### src/rtl/coldec_pkg.sv
package coldec_pkg;
  localparam int CODE_W_DEF = 4;
  localparam int SPARE_DEF  = 2;
endpackage

### src/rtl/coldec_prefix.sv
module coldec_prefix #(
  parameter int CELLS = 18,
  parameter int CNT_W = 5
) (
  input  logic [CELLS-1:0]            valid_i,
  output logic [CELLS:0][CNT_W-1:0]   run_o
);
  // run_o[i] = number of usable cells strictly below index i
  assign run_o[0] = '0;
  for (genvar i = 0; i < CELLS; i++) begin : g_run
    assign run_o[i+1] = run_o[i] + CNT_W'(valid_i[i]);
  end
endmodule

### src/rtl/coldec_gate.sv
module coldec_gate #(
  parameter int CELLS  = 18,
  parameter int CNT_W  = 5,
  parameter int CODE_W = 4
) (
  input  logic [CODE_W-1:0]            code_i,
  input  logic [CELLS-1:0]             valid_i,
  input  logic [CELLS-1:0][CNT_W-1:0]  run_i,
  output logic [CELLS-1:0]             en_o
);
  logic [CNT_W-1:0] want;
  assign want = CNT_W'(code_i);

  for (genvar i = 0; i < CELLS; i++) begin : g_cell
    assign en_o[i] = valid_i[i] && (run_i[i] < want);
  end

  always_comb begin
    assert_skip_unusable_R2: assert ((en_o & ~valid_i) == '0)
      else $error("R2: unusable cell enabled");
    assert_zero_code_R1: assert (code_i != '0 || en_o == '0)
      else $error("R1: enable with zero code");
  end
endmodule

### src/rtl/coldec_short.sv
module coldec_short #(
  parameter int CNT_W  = 5,
  parameter int CODE_W = 4
) (
  input  logic [CODE_W-1:0] code_i,
  input  logic [CNT_W-1:0]  total_i,
  output logic              short_o
);
  assign short_o = total_i < CNT_W'(code_i);
endmodule

### src/rtl/valid_skip_col_decoder.sv
module valid_skip_col_decoder
  import coldec_pkg::*;
#(
  parameter int CODE_W = CODE_W_DEF,
  parameter int SPARE  = SPARE_DEF
) (
  input  logic [CODE_W-1:0]                 col_code_i,
  input  logic [(1<<CODE_W)+SPARE-1:0]      valid_mask_i,
  output logic [(1<<CODE_W)+SPARE-1:0]      cell_en_o,
  output logic                              short_o
);
  localparam int NEED  = 1 << CODE_W;
  localparam int CELLS = NEED + SPARE;
  localparam int CNT_W = $clog2(CELLS + 1);

  logic [CELLS:0][CNT_W-1:0] run;

  coldec_prefix #(.CELLS(CELLS), .CNT_W(CNT_W)) u_prefix (
    .valid_i (valid_mask_i),
    .run_o   (run)
  );

  coldec_gate #(.CELLS(CELLS), .CNT_W(CNT_W), .CODE_W(CODE_W)) u_gate (
    .code_i  (col_code_i),
    .valid_i (valid_mask_i),
    .run_i   (run[CELLS-1:0]),
    .en_o    (cell_en_o)
  );

  coldec_short #(.CNT_W(CNT_W), .CODE_W(CODE_W)) u_short (
    .code_i  (col_code_i),
    .total_i (run[CELLS]),
    .short_o (short_o)
  );

  always_comb begin
    assert_count_R3: assert (short_o ||
        $countones(cell_en_o) == int'(col_code_i))
      else $error("R3: enabled count differs from code");
    assert_short_all_R5: assert (!short_o || cell_en_o == valid_mask_i)
      else $error("R5: shortage without full enable");
    assert_flag_R6: assert (short_o ==
        ($countones(valid_mask_i) < int'(col_code_i)))
      else $error("R6: shortage flag mismatch");
    for (int i = 0; i < CELLS; i++) begin
      for (int j = i + 1; j < CELLS; j++) begin
        assert_lowest_first_R4: assert (!(valid_mask_i[i] && !cell_en_o[i]
                                          && cell_en_o[j]))
          else $error("R4: usable cell %0d skipped below %0d", i, j);
      end
    end
  end
endmodule

### config.mk
export PLATFORM = sky130hd
export DESIGN_NAME = valid_skip_col_decoder
export DESIGN_NICKNAME = d
export VERILOG_FILES = /design/src/rtl/coldec_pkg.sv /design/src/rtl/coldec_prefix.sv /design/src/rtl/coldec_gate.sv /design/src/rtl/coldec_short.sv /design/src/rtl/valid_skip_col_decoder.sv
export SDC_FILE = /design/constraint.sdc
export NUM_CORES = 1
export LEC_CHECK = 0
export BUFFER_PORTS_ARGS = -buffer_cell sky130_fd_sc_hd__buf_2
export CELL_PAD_IN_SITES_DETAIL_PLACEMENT = 0
export CELL_PAD_IN_SITES_GLOBAL_PLACEMENT = 1
export CORE_UTILIZATION = 46
export DETAILED_ROUTE_END_ITERATION = 16
export PLACE_DENSITY_LB_ADDON = 0.1
export SKIP_LAST_GASP = 1
export SLEW_MARGIN = 20
export SYNTH_ARGS = -nofsm -noshare
export SYNTH_HDL_FRONTEND = slang
export SYNTH_SLANG_ARGS = --single-unit
### constraint.sdc
create_clock -name vclk -period 12.9
set_input_delay 2.58 -clock vclk [all_inputs]
set_output_delay 2.58 -clock vclk [all_outputs]
set_load 0.02 [all_outputs]
Word-level counts from Yosys, hierarchy flattened

Cells that the tools add are included.

Add/subtract/negate cells: 17
Order comparisons: 19
Reductions and logical operators: 18

Operators with widths:

| operator           | number |
|---|---|
| $add 5x1->5        | 16 |
| $lt 5x4->1         | 16 |
| $logic_and 1x1->1  | 18 |
| $lt 1x4->1         | 1 |
| $lt 1x4->1 const A | 1 |
| $lt 2x4->1         | 1 |
| $add 1x1->2        | 1 |

Output and inout port bits: 19
Word-level logic and storage cells: 54
Register bits after elaboration: 0

Logic depth before layout (Yosys ltp)

Gate-level depths: netlist of run 1.

Depth in word-level cells: 18
Mapped depth: 24

Hierarchy

Synthesis of run 1 repeated with hierarchy kept, for this count alone.

Cell total of the unflattened synthesis: 423
Area total of the unflattened synthesis: 3,522.1 um^2

Modules (own cells, without submodules):

| module        | cells an instance | area each (um^2) | instances |
|---|---|---|---|
| coldec_prefix | 264               | 2,150.8          | 1 |
| coldec_gate   | 148               | 1,286.2          | 1 |
| coldec_short  | 11                | 85.1             | 1 |

Least setup slack after synthesis of run 1

No wires, ideal clock.

Kind: input to output
Start point: input port valid_mask_i[0]
End point: output port short_o
Buffers on the path: 0
Slack: 0.786 ns
Cell stages on the path: 23
Arrival: 9.534 ns
Cell sequence: fa_1 > ha_1 > ha_1 > ha_1 > ha_1 > ha_1 > ha_1 > ha_1 > ha_1 > ha_1 > ha_1 > ha_1 > ha_1 > ha_1 > ha_1 > ha_1 > ha_1 > ha_1 > a21o_1 > a21o_1 > a21oi_1 > nand4_1 > mux2i_1

Cells in the longest elaborated chain, start to end: 18

RTL lines:

| element                    | line                         | RTL |
|---|---|---|
| start, declared            | valid_skip_col_decoder.sv:8  | `input logic [(1<<CODE_W)+SPARE-1:0] valid_mask_i,` |
| $add 1x1->2                | coldec_prefix.sv:11          | `assign run_o[i+1] = run_o[i] + CNT_W'(valid_i[i]);` |
| $add 5x1->5 (16 in series) | coldec_prefix.sv:11          |  |
| $lt 5x4->1                 | coldec_short.sv:9            | `assign short_o = total_i < CNT_W'(code_i);` |
| end, declared              | valid_skip_col_decoder.sv:10 | `output logic short_o` |

No other way between the ends.

Final worst setup path of run 1

Ends and elaborated chain as after synthesis.

==> results of run 1 <==
final cells by class:
class / count / share of cell area (%)
Inverter: 10 / 1.22
Multi-Input combinational cell: 307 / 88.8
Tap cell: 75 / 3.06
Timing Repair Buffer: 42 / 6.93
logic make-up (layout without fill, tap and decap cells):
kind of cell             Yosys count  after routing  share of synthesized area, %
AO/OA/AOI/OAI                     64             64                          13.4
XOR/XNOR                          51             51                          23.2
buffers and inverters             15             52                          2.33
AND/OR/NAND/NOR                  108            108                          23.4
adder cells (fa/ha/maj)           81             81                          36.6
multiplexers                       3              3                          1.08
cell usage in the layout, fill, tap and decap left out, drive strengths merged, types with 3 or more instances in the layout:
cell | Yosys | routed
a21o | 3 | 3
nor3b | 3 | 3
ha | 80 | 80
mux2i | 3 | 3
nor2b | 16 | 16
nor3 | 5 | 5
a31oi | 4 | 4
a21oi | 23 | 23
xnor2 | 22 | 22
nand2b | 17 | 17
inv | 10 | 10
and3 | 4 | 4
nand3 | 14 | 14
nand2 | 17 | 17
nor2 | 8 | 8
nand3b | 6 | 6
xor2 | 18 | 18
buf | 3 | 42
o21ai | 24 | 24
and4b | 7 | 7
and2 | 4 | 4
xnor3 | 10 | 10
worst min-delay path by stage:
| stage | endpoint | cells after the start | from |
|---|---|---|---|
| floorplan | cell_en_o[13] | 2 | valid_mask_i[13] |
| global placement | cell_en_o[17] | 4 | valid_mask_i[17] |
| detailed placement | cell_en_o[3] | 3 | valid_mask_i[3] |
| CTS | cell_en_o[17] | 4 | valid_mask_i[17] |
| global route | cell_en_o[3] | 3 | valid_mask_i[3] |
| finish | cell_en_o[3] | 3 | valid_mask_i[3] |
metal layers:
metal  vias to the layer above  GRT usage, %  share of wire [%]
met4                         0             0                  0
li1                       1257             -                  -
met5                         -             0                  0
met3                         0             0                1.6
met1                      1081          25.6                 50
met2                        29          35.9                 48
worst max-delay path, cell delays in order:
cell and delay, ns:
buf_2 0.13, fa_1 0.52, ha_1 0.33, ha_1 0.23, ha_1 0.34, ha_1 0.37
ha_1 0.37, ha_1 0.36, ha_1 0.36, ha_1 0.36, ha_1 0.35, ha_1 0.35
ha_1 0.36, ha_1 0.35, ha_1 0.22, xnor3_1 0.52, xor2_1 0.26, xor2_1 0.41
xor2_1 0.19, ha_1 0.24, a21o_1 0.16, a21oi_1 0.18, nand4_1 0.11, mux2i_1 0.13
buf_2 0.17
metrics by stage:
stage / setup slack, ns / util (%) / hold slack [ns] / instances
detailed placement: 0.347 / 52.1 / 5.52 / 434
floorplan: 0.786 / - / 5.31 / 322
global route: 0.0428 / 52.1 / 5.53 / 434
CTS: 0.332 / 52.1 / 5.52 / 434
finish: 0.331 / 52.1 / 5.51 / 434
global placement: 0.533 / 52.1 / 5.51 / 434
==> reports/metrics.yaml, run 1 <==
status:
  status: "completed"
detailed_routing:
  drc_errors: 0
  drt_iter0_markers: 65
  avgViaCountPerCell: 5.45
  ant_nets: 0
  wl_per_cell_um: 13.5
  dr.pass1.iters: 6
  via_count: 2367
  drt_wl_total_um: 5880
timing:
  period_share_pct: 97.4
  max_slew_margin_pct: 50.3
  finalSetupTns_ns: 0
  finalHoldViolations: 0
  max_freq_mhz: 79.6
  finalSetupViolCount: 0
  maxSlewViolCount: 0
  period_needed_ns: 12.57
  worstMarginPinSlew_ns: 0.744
  rsz0062_at_grt: "no"
grt:
  grt_pass1_wl_um: 10000
  gr-total-overflow: 0
  antenna_found_initial: 0
  grt_max_degree: 20
  grt_usage_pct: 19.0
  first_global_vias: 2180
finish:
  n_clock_buffer: 0
  nNetsFinal: 464
  seqCellArea_um2: 0
  drive_above_1_share_pct: 15.0
  fillers: 605
  area_growth_pct: 10.0
  multi_input_comb_area_um2: 2730
  fin_area_um2: 3070
  diodes: 0
  seq_cell_count: 0
worst_setup_path:
  crit_start: "valid_mask_i[0]"
  required_ns: 10.32
  endpoint: "short_o"
  cp-end-kind: "output port"
  cp_max_fo: 7
  worstSetupPathType: "in -> out"
  cp-start-kind: "input port"
  worstPathArrival_ns: 9.99
floorplan:
  io_pins: 41
  die_h_um: 79.9
  start_util_pct: 47.4
  die_x_um: 79.9
  die_area_um2: 6380
  core_um2: 5890
  rows: 28
placed_design:
  placed_area_um2: 3070
  dp_hpwl_um: 4820
  port_buffers: 41
  globalplace.congestion: 0.790
yosys:
  yosys.area.top_type: "ha_1"
  synth_area_leaders: "ha_1 (36%), xnor3_1 (7.3%), xnor2_1 (6.0%), xor2_1 (4.7%), a21oi_1 (4.1%)"
  syn_area_per_cell_um2: 8.67
  yosys_warnings: 0
  yosysMostFrequentCell: "ha_1"
  yosysUniqueCellTypes: 46
  synth_nets: 425
  netlist_top_cells_count: "ha_1 (80), a21oi_1 (23), xnor2_1 (19)"
  synth_cells: 322
  syn_area_um2: 2790
  ys_seq_area_share_pct: 0
  synth_top_area_share_pct: 35.9
clocking:
  ctsResizeCount: 0
  post-cts-setup-buffer-count: 0
  ctsHoldBuffers: 0
hold_path:
  hp-class: "in -> out"
flow_run:
  max_cap_violations: 0
Power of run 1 is left out: the tool's default activity adds up to more than one toggle a clock period on the data nets, which glitch-free logic cannot reach.
==> inputs of run 2 (changes only) <==
--- a/config.mk
+++ b/config.mk
@@ -10,3 +10,3 @@
 export CELL_PAD_IN_SITES_GLOBAL_PLACEMENT = 1
-export CORE_UTILIZATION = 46
+export CORE_UTILIZATION = 47
 export DETAILED_ROUTE_END_ITERATION = 16
@@ -17,2 +17,3 @@
 export SYNTH_HDL_FRONTEND = slang
+export SYNTH_HIERARCHICAL = 1
 export SYNTH_SLANG_ARGS = --single-unit
==> constraint.sdc (replaced) <==
create_clock -name vclk -period 12.9
set_input_delay 3.87 -clock vclk [all_inputs]
set_output_delay 3.87 -clock vclk [all_outputs]
set_load 0.02 [all_outputs]
==> run 2 against run 1 <==
  * The run now ends with setup timing left
  * Global-route usage is 5.2 points higher
  * Utilization grew 16 points
  * Area after synthesis grew 26%
  * Non-clock buffer count increased by 84
  * Synthesized cell count increased by 31%
  * Final cell count grew 47%
  * Sequential cell count did not move
  * Maximum frequency shrank 7.7%
==> reports/metrics.yaml, run 2 <==
status:
  status: "finished with violations"
  violations: "setup timing"
detailed_routing:
  avgViaCountPerCell: 5.32  # -2.4%
  drt_iter0_markers: 68  # +4.6%
  via_count: 3396  # +43%
  drt_wl_total_um: 9320  # +59%
  drc_errors: 0  # unchanged
  wl_per_cell_um: 14.6  # +7.9%
  dr.pass1.iters: 6  # unchanged
  ant_nets: 0  # unchanged
worst_setup_path:
  worstSetupPathType: "in -> out"
  required_ns: 9.03  # -1.29 ns
  cp-start-kind: "input port"
  cp_max_fo: 4  # -3
  worstPathArrival_ns: 9.75  # -0.24 ns
  cp-end-kind: "output port"
yosys:
  syn_area_um2: 3520  # +26%
  yosys_warnings: 6  # +6
  yosysMostFrequentCell: "ha_1"
  yosysUniqueCellTypes: 59  # +28%
  synth_top_area_share_pct: 32.0  # -3.9 points
  synth_cells: 423  # +31%
  netlist_top_cells_count: "ha_1 (90), nor2_1 (31), o21ai_0 (28)"
  yosys.area.top_type: "ha_1"
  synth_area_leaders: "ha_1 (32%), xnor2_1 (6.0%), xor2_1 (5.5%), o211a_1 (5.1%), a211oi_1 (4.0%)"
  syn_area_per_cell_um2: 8.33  # -3.9%
  ys_seq_area_share_pct: 0  # unchanged
floorplan:
  die_x_um: 88.6  # +11%
  die_area_um2: 7840  # +23%
  rows: 31  # +11%
  die_h_um: 88.6  # +11%
  io_pins: 41  # unchanged
  core_um2: 7250  # +23%
  start_util_pct: 48.6  # +1.2 points
placed_design:
  globalplace.congestion: 0.785  # -0.67%
  dp_hpwl_um: 7130  # +48%
  pre_cts_ws_ns: -0.722  # -1.07 ns
  port_buffers: 41  # unchanged
timing:
  finalHoldViolations: 0  # unchanged
  finalSetupTns_ns: -1.65  # -1.65 ns
  period_share_pct: 106  # +8.2 points
  rsz0062_at_grt: "yes"
  maxSlewViolCount: 0  # unchanged
  period_needed_ns: 13.62  # +1.06 ns
  max_slew_margin_pct: 37.1  # -13 points
  finalSetupViolCount: 5  # +5
  max_freq_mhz: 73.4  # -7.7%
  worstMarginPinSlew_ns: 0.943  # +0.199 ns
  timing.final.ws_setup_ns: -0.725  # -1.06 ns
grt:
  grt_pass1_wl_um: 15200  # +52%
  grt_max_degree: 20  # unchanged
  antenna_found_initial: 0  # unchanged
  gr-total-overflow: 0  # unchanged
  grt_usage_pct: 24.2  # +5.2 points
  first_global_vias: 3328  # +53%
finish:
  drive_above_1_share_pct: 36.9  # +22 points
  final_cell_mix: "buf_4 (80), ha_1 (62), buf_2 (35)"
  n_clock_buffer: 0  # unchanged
  final_common_cell: "buf_4"
  multi_input_comb_area_um2: 3800  # +39%
  area_growth_pct: 40.1
  nNetsFinal: 654  # +41%
  seq_cell_count: 0  # unchanged
  seqCellArea_um2: 0  # unchanged
  diodes: 0  # unchanged
  fillers: 644  # +6.4%
flow_run:
  max_cap_violations: 0  # unchanged
hold_path:
  hp-class: "in -> out"
==> run 2: cell count changes after synthesis, sizes merged, moves of 10 or more <==
cell / previous run / this run
inv: 10 / 29
xnor2: 22 / 34
ha: 80 / 90
buf: 3 / 21
nor2: 8 / 31
nor2b: 16 / 0
a21oi: 23 / 9
o211a: 1 / 18
a211oi: 0 / 20
==> run 2: final cells by class <==
class	instances	share of cell area (%)
multi-input combinational	384	77.0
timing repair buffer	126	18.3
tap	99	2.51
inverter	29	2.21
==> run 2: critical path, cell delays in order <==
cell and delay, ns:
buf_8 0.10, fa_2 0.59, ha_4 0.21, ha_4 0.16
ha_4 0.25, ha_4 0.25, ha_4 0.25, ha_4 0.25
ha_4 0.25, ha_4 0.28, ha_4 0.21, ha_4 0.25
ha_4 0.25, ha_4 0.24, ha_4 0.29, ha_2 0.30
ha_4 0.30, ha_1 0.19, inv_1 0.08, buf_4 0.14
nor3_1 0.20, mux2i_1 0.13, xor2_1 0.20, a2111oi_4 0.32
buf_4 0.19
==> run 2: what timing repair did <==
item | in CTS | in global routing
setup endpoints to repair | 5 | 5
setup buffers | 16 | 6
gates resized for setup | 26 | 17
pin swaps | 29 | 41
hold buffers | 0 | 0
==> run 2: cells by family after synthesis <==
| logic type | share of synthesized area (%) |
|---|---|
| simple gates | 16.2 |
| mux | 2.63 |
| buf+inv | 7.67 |
| compound gates | 20.1 |
| other cells | 0.106 |
| xor+xnor | 20.7 |
| fa+ha+maj | 32.5 |
==> run 2: path summary, 6_finish.rpt <==
| kind | from | endpoint | cells past startpoint |
|---|---|---|---|
| setup / recovery | valid_mask_i[2] | short_o | 25 |
| hold / removal | valid_mask_i[16] | cell_en_o[16] | 3 |
==> run 2: through the flow <==
stage               instances  util, %  area [um^2]  hold slack (ns)
floorplan                 437        -         3910             7.90
global placement          618     62.9         4560             8.08
detailed placement        618     62.9         4560             8.09
CTS                       634     66.6         4830             8.08
global route              638     68.0         4930             8.10
finish                    638     68.0         4930             8.08
==> run 2: layer usage <==
layer / vias up / track usage [%] / share of wire [%] / routed length [um]
li1: 1738 / - / - / -
met1: 1617 / 31.8 / 47 / 4380
met2: 35 / 45.5 / 51 / 4730
met3: 6 / 0.466 / 1.4 / 127
met4: 0 / 2.64 / 0.90 / 84
met5: - / 0 / 0 / 0
Power of run 2 is left out for the same reason.
==> inputs of run 3 (changes only) <==
REMOVE_ABC_BUFFERS = 1   (was not set)
==> run 3 against run 2 <==
  * The run still ends with setup timing left
  * Final area rose by 0.33%
  * Wire length rose by 0.62%
  * Setup slack better by 0.13 ns
  * Clock-buffer cell count unchanged
  * Utilization is 0.22 points higher
  * Non-clock buffer count shrank 2
  * Largest cell class unchanged
  * Maximum frequency increased by 0.93%
  * Via count is 0.41% higher
==> reports/metrics.yaml, run 3 (same netlist as run 2, synthesis figures left out) <==
timing:
  finalSetupViolCount: 5  # unchanged
  worstMarginPinSlew_ns: 0.929  # -0.0143 ns
  rsz0062_at_grt: "yes"
  maxSlewViolCount: 0  # unchanged
  finalSetupTns_ns: -1.64  # +0.0122 ns
  finalHoldViolations: 0  # unchanged
  timing.final.ws_setup_ns: -0.599  # +0.125 ns
  max_slew_margin_pct: 38.0  # +0.95 points
  period_needed_ns: 13.50  # -0.125 ns
  period_share_pct: 105  # -0.97 points
  max_freq_mhz: 74.1  # +0.93%
finish:
  final_cell_mix: "buf_4 (78), ha_1 (60), buf_2 (35)"
  area_growth_pct: 40.5
  multi_input_comb_area_um2: 3830  # +0.92%
  n_clock_buffer: 0  # unchanged
  drive_above_1_share_pct: 37.2  # +0.32 points
  seqCellArea_um2: 0  # unchanged
  fillers: 591  # -8.2%
  seq_cell_count: 0  # unchanged
  diodes: 0  # unchanged
  final_util_pct: 68.2  # +0.22 points
  nNetsFinal: 652  # -0.31%
  final_common_cell: "buf_4"
grt:
  first_global_vias: 3233  # -2.9%
  antenna_found_initial: 0  # unchanged
  grt_pass1_wl_um: 14700  # -3.7%
  grt_max_degree: 20  # unchanged
  gr-total-overflow: 0  # unchanged
  grt_usage_pct: 23.2  # -1.1 points
worst_setup_path:
  max_stage_delay_ns: 0.60  # about the same
  critical_path_cell_count: 27  # +8.0%
  cpLargestDelayFamily: "adder cells"
  worstPathArrival_ns: 9.63  # -0.12 ns
  crit_start: "valid_mask_i[2]"
  cp-start-kind: "input port"
  crit_path_top_delay_cell: "fa_2"
  critPathMostFrequentCell: "ha_4"
  cp_max_fo: 4  # unchanged
  cp-end-kind: "output port"
  endpoint: "short_o"
  worstSetupPathType: "in -> out"
  required_ns: 9.03  # about the same
  crit_buf_inv: 2  # -2
placed_design:
  pre_cts_ws_ns: -1.61  # -0.893 ns
  globalplace.congestion: 0.876  # +12%
  port_buffers: 41  # unchanged
  dp_hpwl_um: 6700  # -6.1%
status:
  violations: "setup timing"
  status: "finished with violations"
hold_path:
  hp-class: "in -> out"
clocking:
  ctsHoldBuffers: 0  # unchanged
detailed_routing:
  via_count: 3410  # +0.41%
  drt_iter0_markers: 57  # -16%
  drt_wl_total_um: 9380  # +0.62%
  drc_errors: 0  # unchanged
  wl_per_cell_um: 14.7  # +0.94%
  ant_nets: 0  # unchanged
  avgViaCountPerCell: 5.36  # +0.73%
  dr.pass1.iters: 4  # -2
floorplan:
  start_util_pct: 48.6  # unchanged
  io_pins: 41  # unchanged
  die_h_um: 88.6  # unchanged
  core_um2: 7250  # unchanged
  die_x_um: 88.6  # unchanged
  rows: 31  # unchanged
  die_area_um2: 7840  # unchanged
flow_run:
  max_cap_violations: 0  # unchanged
run 3: what timing repair did:
action / in CTS / in global routing
resized for setup: 50 / 29
pin swaps: 23 / 22
setup buffers: 5 / 8
endpoints found under the setup margin: 7 / 5
run 3: cell type report:
| type | count | share of cell area (%) |
|---|---|---|
| inverter | 29 | 2.20 |
| multi-input combinational | 384 | 77.4 |
| tap | 99 | 2.50 |
| timing repair buffer | 124 | 17.9 |
run 3: how the worst min path moves through the flow:
stage,start,end,slack (ns),depth (start not counted)
floorplan,valid_mask_i[0],cell_en_o[0],7.90,1
global placement,valid_mask_i[7],cell_en_o[7],8.09,3
detailed placement,valid_mask_i[15],cell_en_o[15],8.09,3
CTS,valid_mask_i[17],cell_en_o[17],8.10,3
global route,valid_mask_i[17],cell_en_o[17],8.11,3
finish,valid_mask_i[17],cell_en_o[17],8.10,3
run 3: stage by stage:
step	instance area, um^2	instances	hold slack [ns]
after detailed placement	4280	624	8.09
after floorplan	3410	413	7.90
after global placement	4280	624	8.09
after global routing	4950	636	8.11
final	4950	636	8.10
after CTS	4760	629	8.10
run 3: worst min-delay path, stage by stage:
cell and delay [ns]:
buf_2 0.12, o211a_1 0.12, buf_6 0.13
run 3: routing by layer:
layer / share of wire, % / global-route usage [%] / vias to the layer above
met4: 0.78 / 0.440 / 0
met2: 52 / 45.1 / 62
met5: 0 / 0 / -
met3: 1.8 / 0.187 / 10
li1: - / - / 1738
met1: 46 / 30.0 / 1600
Power of run 3 is left out for the same reason.
